$ cat src/rtl/alu_shift_imm_pkg.sv
package alu_shift_imm_pkg;

  localparam int DATA_W   = 32;
  localparam int SEL_W    = 4;
  localparam int SHAMT_LO = 6;
  localparam int SHAMT_W  = $clog2(DATA_W);

  typedef enum logic [SEL_W-1:0] {
    OP_AND = 4'b0000,
    OP_OR  = 4'b0001,
    OP_ADD = 4'b0010,
    OP_SUB = 4'b0110,
    OP_SLT = 4'b0111,
    OP_SHL = 4'b1000,
    OP_SHR = 4'b1001,
    OP_SRA = 4'b1010
  } aluOpE;

  // One-hot steering strobes from the decoder to the datapath
  typedef struct packed {
    logic invB;      // subtract: invert opB and carry in one
    logic selSum;    // adder output
    logic selLess;   // signed less-than bit
    logic selAnd;
    logic selOr;
    logic selShift;  // barrel shifter output
    logic shLeft;    // shift direction
    logic shArith;   // sign fill on right shift
  } aluStrobesT;

endpackage

$ cat src/rtl/alu_shift_imm_ctrl.sv
module alu_shift_imm_ctrl
  import alu_shift_imm_pkg::*;
(
  input  logic [SEL_W-1:0] opSel,
  output aluStrobesT       strobes
);

  always_comb begin
    strobes = '0;
    case (opSel)
      OP_AND: strobes.selAnd = 1'b1;
      OP_OR:  strobes.selOr  = 1'b1;
      OP_ADD: strobes.selSum = 1'b1;
      OP_SUB: begin
        strobes.selSum = 1'b1;
        strobes.invB   = 1'b1;
      end
      OP_SLT: begin
        strobes.selLess = 1'b1;
        strobes.invB    = 1'b1;
      end
      OP_SHL: begin
        strobes.selShift = 1'b1;
        strobes.shLeft   = 1'b1;
      end
      OP_SHR: strobes.selShift = 1'b1;
      OP_SRA: begin
        strobes.selShift = 1'b1;
        strobes.shArith  = 1'b1;
      end
      default: strobes = '0;
    endcase
  end

endmodule

$ cat src/rtl/alu_shift_imm_dp.sv
module alu_shift_imm_dp
  import alu_shift_imm_pkg::*;
#(
  parameter int WIDTH  = DATA_W,
  parameter int AMT_LO = SHAMT_LO,
  localparam int AMT_W = $clog2(WIDTH)
) (
  input  logic [WIDTH-1:0] opA,
  input  logic [WIDTH-1:0] opB,
  input  aluStrobesT       strobes,
  output logic [WIDTH-1:0] result
);

  // Shared adder: subtract and compare reuse it with opB inverted
  logic [WIDTH-1:0] bIn;
  logic [WIDTH-1:0] sum;
  logic             ovf;
  logic             lessBit;

  assign bIn     = opB ^ {WIDTH{strobes.invB}};
  assign sum     = opA + bIn + {{(WIDTH-1){1'b0}}, strobes.invB};
  assign ovf     = (opA[WIDTH-1] ^ opB[WIDTH-1]) & (sum[WIDTH-1] ^ opA[WIDTH-1]);
  assign lessBit = sum[WIDTH-1] ^ ovf;

  // Barrel shifter: right shift only; a left shift mirrors the input and the output
  logic [AMT_W-1:0] amt;
  logic             fillBit;
  logic [WIDTH-1:0] shIn;
  logic [WIDTH-1:0] shOut;
  logic [WIDTH-1:0] stageVal [AMT_W+1];

  assign amt     = opB[AMT_LO +: AMT_W];
  assign fillBit = strobes.shArith & opA[WIDTH-1];

  for (genvar i = 0; i < WIDTH; i++) begin : g_mirrorIn
    assign shIn[i] = strobes.shLeft ? opA[WIDTH-1-i] : opA[i];
  end

  assign stageVal[0] = shIn;

  for (genvar k = 0; k < AMT_W; k++) begin : g_stage
    localparam int STEP = 1 << k;
    assign stageVal[k+1] = amt[k]
      ? {{STEP{fillBit}}, stageVal[k][WIDTH-1:STEP]}
      : stageVal[k];
  end

  for (genvar i = 0; i < WIDTH; i++) begin : g_mirrorOut
    assign shOut[i] = strobes.shLeft ? stageVal[AMT_W][WIDTH-1-i] : stageVal[AMT_W][i];
  end

  // Result merge: strobes are one-hot, none set yields zero
  always_comb begin
    result = '0;
    if (strobes.selSum)   result |= sum;
    if (strobes.selLess)  result |= {{(WIDTH-1){1'b0}}, lessBit};
    if (strobes.selAnd)   result |= opA & opB;
    if (strobes.selOr)    result |= opA | opB;
    if (strobes.selShift) result |= shOut;
  end

endmodule

$ cat src/rtl/alu_shift_imm.sv
module alu_shift_imm
  import alu_shift_imm_pkg::*;
(
  input  logic [31:0] opA,
  input  logic [31:0] opB,
  input  logic [3:0]  opSel,
  output logic [31:0] result,
  output logic        zero
);

  aluStrobesT strobes;

  alu_shift_imm_ctrl u_ctrl (
    .opSel   (opSel),
    .strobes (strobes)
  );

  alu_shift_imm_dp #(
    .WIDTH  (DATA_W),
    .AMT_LO (SHAMT_LO)
  ) u_dp (
    .opA     (opA),
    .opB     (opB),
    .strobes (strobes),
    .result  (result)
  );

  assign zero = (result == '0);

endmodule

$ cat config.mk
export PLATFORM = sky130hd
export DESIGN_NAME = alu_shift_imm
export DESIGN_NICKNAME = d
export VERILOG_FILES = /design/src/rtl/alu_shift_imm_pkg.sv /design/src/rtl/alu_shift_imm_ctrl.sv /design/src/rtl/alu_shift_imm_dp.sv /design/src/rtl/alu_shift_imm.sv
export SDC_FILE = /design/constraint.sdc
export NUM_CORES = 1
export LEC_CHECK = 0
export BUFFER_PORTS_ARGS = -buffer_cell sky130_fd_sc_hd__buf_4
export CAP_MARGIN = 40
export CORE_AREA = 4 4 136 138
export DETAILED_ROUTE_END_ITERATION = 10
export DIE_AREA = 0 0 140 142
export PLACE_DENSITY = 0.52
export SLEW_MARGIN = 15
export SYNTH_ARGS = -nofsm -noshare
export SYNTH_HDL_FRONTEND = slang
export SYNTH_SLANG_ARGS = --single-unit
$ cat constraint.sdc
create_clock -name vclk -period 11.8
set_input_delay 2.95 -clock vclk [all_inputs]
set_output_delay 2.95 -clock vclk [all_outputs]
set_load 0.03 [all_outputs]
# Word level (Yosys, flattened, before mapping)
# Index checks and enable logic that the tools add are counted.
totals:
  register_bits: 0
  input_bits: 68
  out_inout_bits: 33
  wordCells: 108
op_classes:
  add_sub_neg: 2
  n_eq_ne: 7
  n_mux: 82
  bitwise: 12
  n_reduce_logical: 5
ops:
  columns: ["op", "count"]
  rows:
  - ["$mux 32", 10]
  - ["$or 32x32->32", 4]
  - ["$mux 1", 72]
  - ["$add 32x1->32", 1]
  - ["$add 32x32->32", 1]
  - ["$and 32x32->32", 1]
  - ["$logic_not 32->1", 1]
  - ["$or 32x1->32", 1]
  - ["$xor 32x32->32", 1]
  - ["$eq 4x4->1 const B", 3]
  - ["$eq 4x3->1 const B", 2]
  - ["$eq 4x1->1 const B", 1]
  - ["$eq 4x2->1 const B", 1]
  - ["$logic_not 4->1", 1]
  - ["$reduce_or 2->1", 2]
  - ["$reduce_or 3->1", 1]
  - ["$xor 1x1->1", 3]
  - ["$and 1x1->1", 2]

# Logic depth before layout (Yosys ltp)
# Gate-level depths: netlist of run 1.
depth:
  ltp_word: 18
  mapped_depth: 18

# By module
# Synthesis of run 1 repeated with hierarchy kept, for this count alone.
unflattened:
  cells_unflattened: 733
  hier_area_um2: 5634.2
by_module_without_submodules:
  columns: ["module", "instances", "cells_per_inst", "area_per_inst_um2", "seq_area_each_um2"]
  rows:
  - ["alu_shift_imm_dp", 1, 713, 5500.3, 0.0]
  - ["alu_shift_imm", 1, 11, 72.6, 0.0]
  - ["alu_shift_imm_ctrl", 1, 9, 61.3, 0.0]

# Worst setup path after synthesis of run 1
# Ideal clock, no wire load.
synth_timing:
  kind: "input to output"
  start: "input port opSel[3]"
  end: "output port zero"
  arrival_time_ns: 8.061
  t_required_ns: 8.850
  slack_ns: 0.789
  stages: 17
  path_buffers: 3
  path_cell_list: "clkbuf_1 -> nand3b_1 -> clkbuf_1 -> clkbuf_1 -> xnor2_1 -> ha_1 -> a21o_1 -> a221oi_1 -> nor3_1 -> or4_1 -> a31oi_1 -> o221ai_1 -> nor4_1 -> or4b_1 -> nor4b_2 -> nand4b_1 -> nor4_2"
synth_via:
  elab_cells_between_ends: 105
synth_rtl:
  columns: ["element", "line_no", "source"]
  rows:
  - ["start, declared", "alu_shift_imm.sv:6", "input logic [3:0] opSel,"]
  - ["$eq 4x3->1", "alu_shift_imm_ctrl.sv:10", "case (opSel)"]
  - ["$reduce_or 2->1 (no line)", null, null]
  - ["$mux 1", "alu_shift_imm_ctrl.sv:10", null]
  - ["$xor 32x32->32", "alu_shift_imm_dp.sv:20", "assign bIn = opB ^ {WIDTH{strobes.invB}};"]
  - ["$add 32x32->32", "alu_shift_imm_dp.sv:21", "assign sum = opA + bIn + {{(WIDTH-1){1'b0}}, strobes.invB};"]
  - ["$add 32x1->32", "alu_shift_imm_dp.sv:21", null]
  - ["$mux 32", "alu_shift_imm_dp.sv:55", "if (strobes.selSum) result |= sum;"]
  - ["$or 32x1->32", "alu_shift_imm_dp.sv:56", "if (strobes.selLess) result |= {{(WIDTH-1){1'b0}}, lessBit};"]
  - ["$mux 32", "alu_shift_imm_dp.sv:56", null]
  - ["$or 32x32->32", "alu_shift_imm_dp.sv:57", "if (strobes.selAnd) result |= opA & opB;"]
  - ["$mux 32", "alu_shift_imm_dp.sv:57", null]
  - ["$or 32x32->32", "alu_shift_imm_dp.sv:58", "if (strobes.selOr) result |= opA | opB;"]
  - ["$mux 32", "alu_shift_imm_dp.sv:58", null]
  - ["$or 32x32->32", "alu_shift_imm_dp.sv:59", "if (strobes.selShift) result |= shOut;"]
  - ["$mux 32 (*)", "alu_shift_imm_dp.sv:59", null]
  - ["named net result[12]", "alu_shift_imm.sv:7", "output logic [31:0] result,"]
  - ["$logic_not 32->1 (*)", "alu_shift_imm.sv:28", "assign zero = (result == '0);"]
  - ["end, declared", "alu_shift_imm.sv:8", "output logic zero"]
# Mark *: on every way through the listed nets, which the timed path passes. The rest lies on a longest branch.

# Final worst setup path of run 1
layout_timing:
  start: "input port opSel[3]"
  end: "output port zero"
layout_via:
  elab_chain_cells: 18
  elab_cells_between_ends: 105
layout_lines:
  columns: ["element", "line_no", "source"]
  rows:
  - ["$eq 4x3->1", "alu_shift_imm_ctrl.sv:10", null]
  - ["$reduce_or 2->1 (no line)", null, null]
  - ["$mux 1", "alu_shift_imm_ctrl.sv:10", null]
  - ["$xor 32x32->32", "alu_shift_imm_dp.sv:20", null]
  - ["$add 32x32->32", "alu_shift_imm_dp.sv:21", null]
  - ["$add 32x1->32", "alu_shift_imm_dp.sv:21", null]
  - ["$xor 1x1->1", "alu_shift_imm_dp.sv:22", "assign ovf = (opA[WIDTH-1] ^ opB[WIDTH-1]) & (sum[WIDTH-1] ^ opA[WIDTH-1]);"]
  - ["$and 1x1->1", "alu_shift_imm_dp.sv:22", null]
  - ["[... 2 more ...]", null, null]
  - ["$mux 32", "alu_shift_imm_dp.sv:56", null]
  - ["$or 32x32->32", "alu_shift_imm_dp.sv:57", null]
  - ["$mux 32", "alu_shift_imm_dp.sv:57", null]
  - ["$or 32x32->32", "alu_shift_imm_dp.sv:58", null]
  - ["$mux 32", "alu_shift_imm_dp.sv:58", null]
  - ["$or 32x32->32", "alu_shift_imm_dp.sv:59", null]
  - ["$mux 32 (*)", "alu_shift_imm_dp.sv:59", null]
  - ["$logic_not 32->1 (*)", "alu_shift_imm.sv:28", null]
# Mark *: on every way between the ends. The rest lies on a longest branch, timed or not.

==> qor.yml, run 1 <==
status:
  status: "complete, no violations"
layout:
  final_cell_area_sq_um: 7029
  area_growth_pct: 14.02
  fillCellCount: 1911
  drive_gt1_share_pct: 18.18
  clock_buffers: 0
  nets: 1040
  diodes: 0
  final_util_pct: 40.92
  regArea_sq_um: 0
  instances_no_fill: 1160
  seq_cell_count: 0
  multiInputGateArea_sq_um: 5813
timing:
  tns_ns: 0
  slew_headroom_pct: 44.10
  fin_ws_ns: 1.156
  rsz0062_at_grt: "no"
  report.final.slew_viol_count: 0
  post-route-period-util_pct: 90.21
  finalSetupViolations: 0
  min_period_ns: 10.64
  tightest_slew_ns: 0.8355
  hold_violations: 0
  fmax_mhz: 93.95
yosys:
  synth_area_sq_um: 6165
  avgSynthCellArea_sq_um: 6.911
  syn_nets: 995
  synth.yosys.seq_area_share_pct: 0
  yosysUniqueCellTypes: 76
  yosysMostFrequentCell: "nand2_1"
  postSynthCellCount: 892
  synthTopCellsByCount: "nand2_1 (93), a21oi_1 (72), nor2_1 (63)"
  synth_top_area_share_pct: 8.930
  yosys-top-cells-area: "mux2i_1 (8.9%), ha_1 (6.9%), mux4_2 (6.2%), xnor2_1 (6.0%), a21oi_1 (5.8%)"
  synth_warnings: 0
  synth_top_area_cell: "mux2i_1"
detailed_routing:
  ant_nets: 0
  routedWlPerCell_microns: 27.00
  initialDrtViolationCount: 1217
  drc: 0
  routed_via_density: 6.825
  routed-via-count: 7917
  dr.pass1.iters: 6
  wl_mm: 31.32
power_and_ir_drop:
  swShare_pct: 63.25
  comb_power_share_pct: 100.0
  p_int_uw: 158.4
  p_seq_share_pct: 0
  p_clk_share_pct: 0
  ir_worst_vdd_uv: 26.83
  p_leak_nw: 2.999
  p_per_area_nw_per_um2: 61.32
  switchingPower_uw: 272.6
setup_path:
  start_kind: "input port"
  required_ns: 8.85
  crit_path_end_kind: "output port"
  path_class: "input port to output port"
  cp.arrival_ns: 7.69
  cp_max_fo: 11
placement:
  dpl-instance-area_sq_um: 7029
  gp_congestion: 1.014
  dp.final_hpwl_mm: 24.37
  place_inst: 1160
  io_buffers: 101
  place_ws_ns: 1.168
grt:
  grt_max_degree: 63
  grt_pass1_vias: 7139
  overflow: 0
  grt_usage_pct: 29.67
  grt_pass1_wl_mm: 46.38
  antenna_found_initial: 0
floorplanning:
  die_h_microns: 142
  row_count: 48
  die_w_microns: 140
  initial_core_util_pct: 35.89
  die_area_sq_um: 19880
  io_pins: 101
  core_sq_um: 17180
run:
  cap_violations: 0
cts:
  ctsResizeCount: 0
  post_cts_buffers: 0
  cts_hold_buf: 0
min_path:
  min_path_type: "input port to output port"
stage by stage:
stage                     total power, mW  hold WS [ns]
after floorplan                    0.2748         6.201
after global routing               0.4559         6.431
after detailed placement           0.4189         6.408
after CTS                          0.4203         6.409
after global placement             0.4230         6.427
final                              0.4310         6.413
critical path, stage by stage:
cell and delay (ns):
buf_4 0.15, nand3b_1 0.43, xnor2_1 0.28, fa_1 0.42, a21o_1 0.21, a221oi_1 0.57, nor3_1 0.14, or4_1 0.42
a31oi_1 0.23, o221ai_1 0.20, nor4_1 0.34, or4b_1 0.50, nor4b_2 0.29, nand4b_1 0.14, nor4_2 0.23, buf_4 0.20
metal layers:
layer  global-route usage [%]  vias up  share of wire [%]
li1                         -     3564                  -
met1                    42.27     3781                 42
met2                    47.38      506                 45
met3                    2.890       66                8.8
met4                    9.434        0                4.2
met5                        0        -                  0
placed cells by master (no fill, tap or decap), types with 7 or more instances in the layout:
master / instances
ha_1: 34
mux2_2: 16
and3_1: 9
a211oi_1: 7
xor2_1: 10
a221oi_1: 9
a21o_1: 43
a222oi_1: 12
nor3_1: 24
o21ai_0: 60
o211ai_1: 17
inv_1: 18
nand4_1: 15
a22o_1: 8
a22oi_1: 15
o22ai_1: 17
mux4_2: 17
mux2i_1: 55
or2_2: 7
o221ai_1: 8
xnor2_1: 42
nand2_1: 93
buf_4: 113
nand3_1: 19
nand2b_1: 11
o21a_1: 8
a21oi_1: 72
nor2_1: 63
layout make-up:
class / instances / share of cell area (%)
Multi-Input combinational cell: 801 / 82.70
Timing Repair Buffer: 114 / 12.23
Inverter: 20 / 1.068
Tap cell: 225 / 4.005
power groups by stage:
stage,sequential (mW),combinational [mW],clock [mW]
detailed placement,0,0.419,0
floorplan,0,0.275,0
CTS,0,0.420,0
finish,0,0.431,0
global placement,0,0.423,0
global route,0,0.456,0
final timing paths:
check             slack, ns      from          to  depth (start not counted)
setup / recovery       1.16  opSel[3]        zero                         16
hold / removal         6.41   opB[16]  result[16]                          4
cell families (layout without fill, tap and decap cells):
family | count (synthesis) | count (layout) | share of synthesized area [%]
AOI/OAI and AO/OA | 339 | 339 | 37.83
muxes | 89 | 89 | 18.29
xor gates and xnor gates | 52 | 52 | 7.388
buffers and inverters | 91 | 134 | 5.987
adders and majority gates | 35 | 35 | 7.226
and+or+nand+nor | 286 | 286 | 23.28
Power figures use the tool's default switching activity.
==> inputs of run 2 (changes only) <==
--- a/config.mk
+++ b/config.mk
@@ -9,5 +9,5 @@
 export CAP_MARGIN = 40
-export CORE_AREA = 4 4 136 138
+export CORE_AREA = 2 2 134 136
 export DETAILED_ROUTE_END_ITERATION = 10
-export DIE_AREA = 0 0 140 142
+export DIE_AREA = 0 0 136 138
 export PLACE_DENSITY = 0.52
==> constraint.sdc (replaced) <==
create_clock -name vclk -period 11.8
set_input_delay 2.36 -clock vclk [all_inputs]
set_output_delay 2.36 -clock vclk [all_outputs]
set_load 0.03 [all_outputs]
==> run 2 against run 1 <==
Effect of this change: via count down 1.2%; fmax increased by 10%; routed wire length is 4.2% lower; flip-flop and latch count unchanged; global-route usage increased by 1.2 points; worst setup slack improved by 0.99 ns; final cell count up 0.17%; core utilization decreased by 0.89 points; first-iteration DRC count down 21%; count of clock-buffer cells in the layout unchanged; largest cell class unchanged; highest routed layer unchanged.
==> qor.yml, run 2 (synthesized netlist as in run 1, its figures left out) <==
layout:
  regArea_sq_um: 0
  fillCellCount: 1915
  diodes: 0
  drive_gt1_share_pct: 18.01
  nets: 1038
  layout_common_cells: "buf_4 (111), nand2_1 (93), a21oi_1 (72), nor2_1 (63), o21ai_0 (60)"
  multiInputGateArea_sq_um: 5813
  clock_buffers: 0
  final_cell_area_sq_um: 7019
  mostFrequentLayoutCell: "buf_4"
  area_growth_pct: 13.86
  seq_cell_count: 0
power_and_ir_drop:
  p_leak_nw: 2.989
  p_per_area_nw_per_um2: 60.86
  swShare_pct: 63.02
  total_power_uw: 427.2
  p_clk_share_pct: 0
  comb_power_share_pct: 100.0
  switchingPower_uw: 269.2
  p_int_uw: 158.0
  p_seq_share_pct: 0
  ir_worst_vdd_uv: 22.59
grt:
  grt_pass1_vias: 7037
  overflow: 0
  antenna_found_initial: 0
  grt_pass1_wl_mm: 44.83
  grt_max_degree: 63
  grt_usage_pct: 30.83
detailed_routing:
  dr.pass1.iters: 8
  routedWlPerCell_microns: 25.83
  wl_mm: 30.02
  drc: 0
  routed_via_density: 6.729
  ant_nets: 0
  routed-via-count: 7819
  initialDrtViolationCount: 963
timing:
  slew_headroom_pct: 42.23
  fin_ws_ns: 2.150
  rsz0062_at_grt: "no"
  post-route-period-util_pct: 81.78
  fmax_mhz: 103.6
  tns_ns: 0
  hold_violations: 0
  min_period_ns: 9.650
  tightest_slew_ns: 0.8634
  finalSetupViolations: 0
  report.final.slew_viol_count: 0
placement:
  dp.final_hpwl_mm: 23.42
  place_ws_ns: 2.345
  io_buffers: 101
  dpl-instance-area_sq_um: 7019
  gp_congestion: 1.033
setup_path:
  path_class: "input port to output port"
  required_ns: 9.44
  crit_path_end_kind: "output port"
  cp.arrival_ns: 7.29
  start_kind: "input port"
  cp_max_fo: 33
cts:
  ctsResizeCount: 0
  cts_hold_buf: 0
  post_cts_buffers: 0
floorplanning:
  initial_core_util_pct: 35.16
  die_area_sq_um: 18770
  die_w_microns: 136
  core_sq_um: 17530
  row_count: 49
  io_pins: 101
  die_h_microns: 138
min_path:
  min_path_type: "input port to output port"
  hold_depth: 4
run:
  cap_violations: 0
status:
  status: "complete, no violations"
==> run 2: final timing paths <==
kind	startpoint	to	slack (ns)
setup / recovery	opB[8]	zero	2.15
hold / removal	opB[16]	result[16]	5.23
==> run 2: through the flow <==
step | std cells | util (%) | hold slack, ns
after global placement | 1161 | 39.97 | 5.235
after floorplan | 892 | - | 5.021
after global routing | 1162 | 40.03 | 5.260
after CTS | 1162 | 40.03 | 5.229
final | 1162 | 40.03 | 5.228
after detailed placement | 1162 | 40.03 | 5.229
==> run 2: power by group through the flow <==
stage / Combinational (mW) / Sequential [mW] / Clock (mW)
after detailed placement: 0.415 / 0 / 0
after global placement: 0.418 / 0 / 0
after floorplan: 0.275 / 0 / 0
after global routing: 0.454 / 0 / 0
after CTS: 0.416 / 0 / 0
final: 0.427 / 0 / 0
==> run 2: layer usage <==
layer,wire [microns],global-route usage [%],up-vias
li1,-,-,3560
met1,12620,42.94,3742
met2,13180,47.69,435
met3,2529,4.144,82
met4,1688,12.55,0
met5,0,0,-
==> run 2: cell type report <==
type,instances,share of cell area [%]
repair buffers,112,12.03
inverters,20,1.070
multi-input cells,801,82.82
well taps,229,4.082
==> run 2: critical path: stages <==
cell and delay [ns]:
buf_4 0.33, clkinv_1 0.63, xnor2_1 0.34, ha_1 0.38, a21oi_1 0.21, o211ai_1 0.13
a311oi_1 0.45, a31o_2 0.27, a21boi_0 0.16, a21bo_2 0.29, nor4b_1 0.16, o41a_1 0.39
xnor2_1 0.48, nor2_1 0.16, nor4_2 0.31, buf_4 0.21
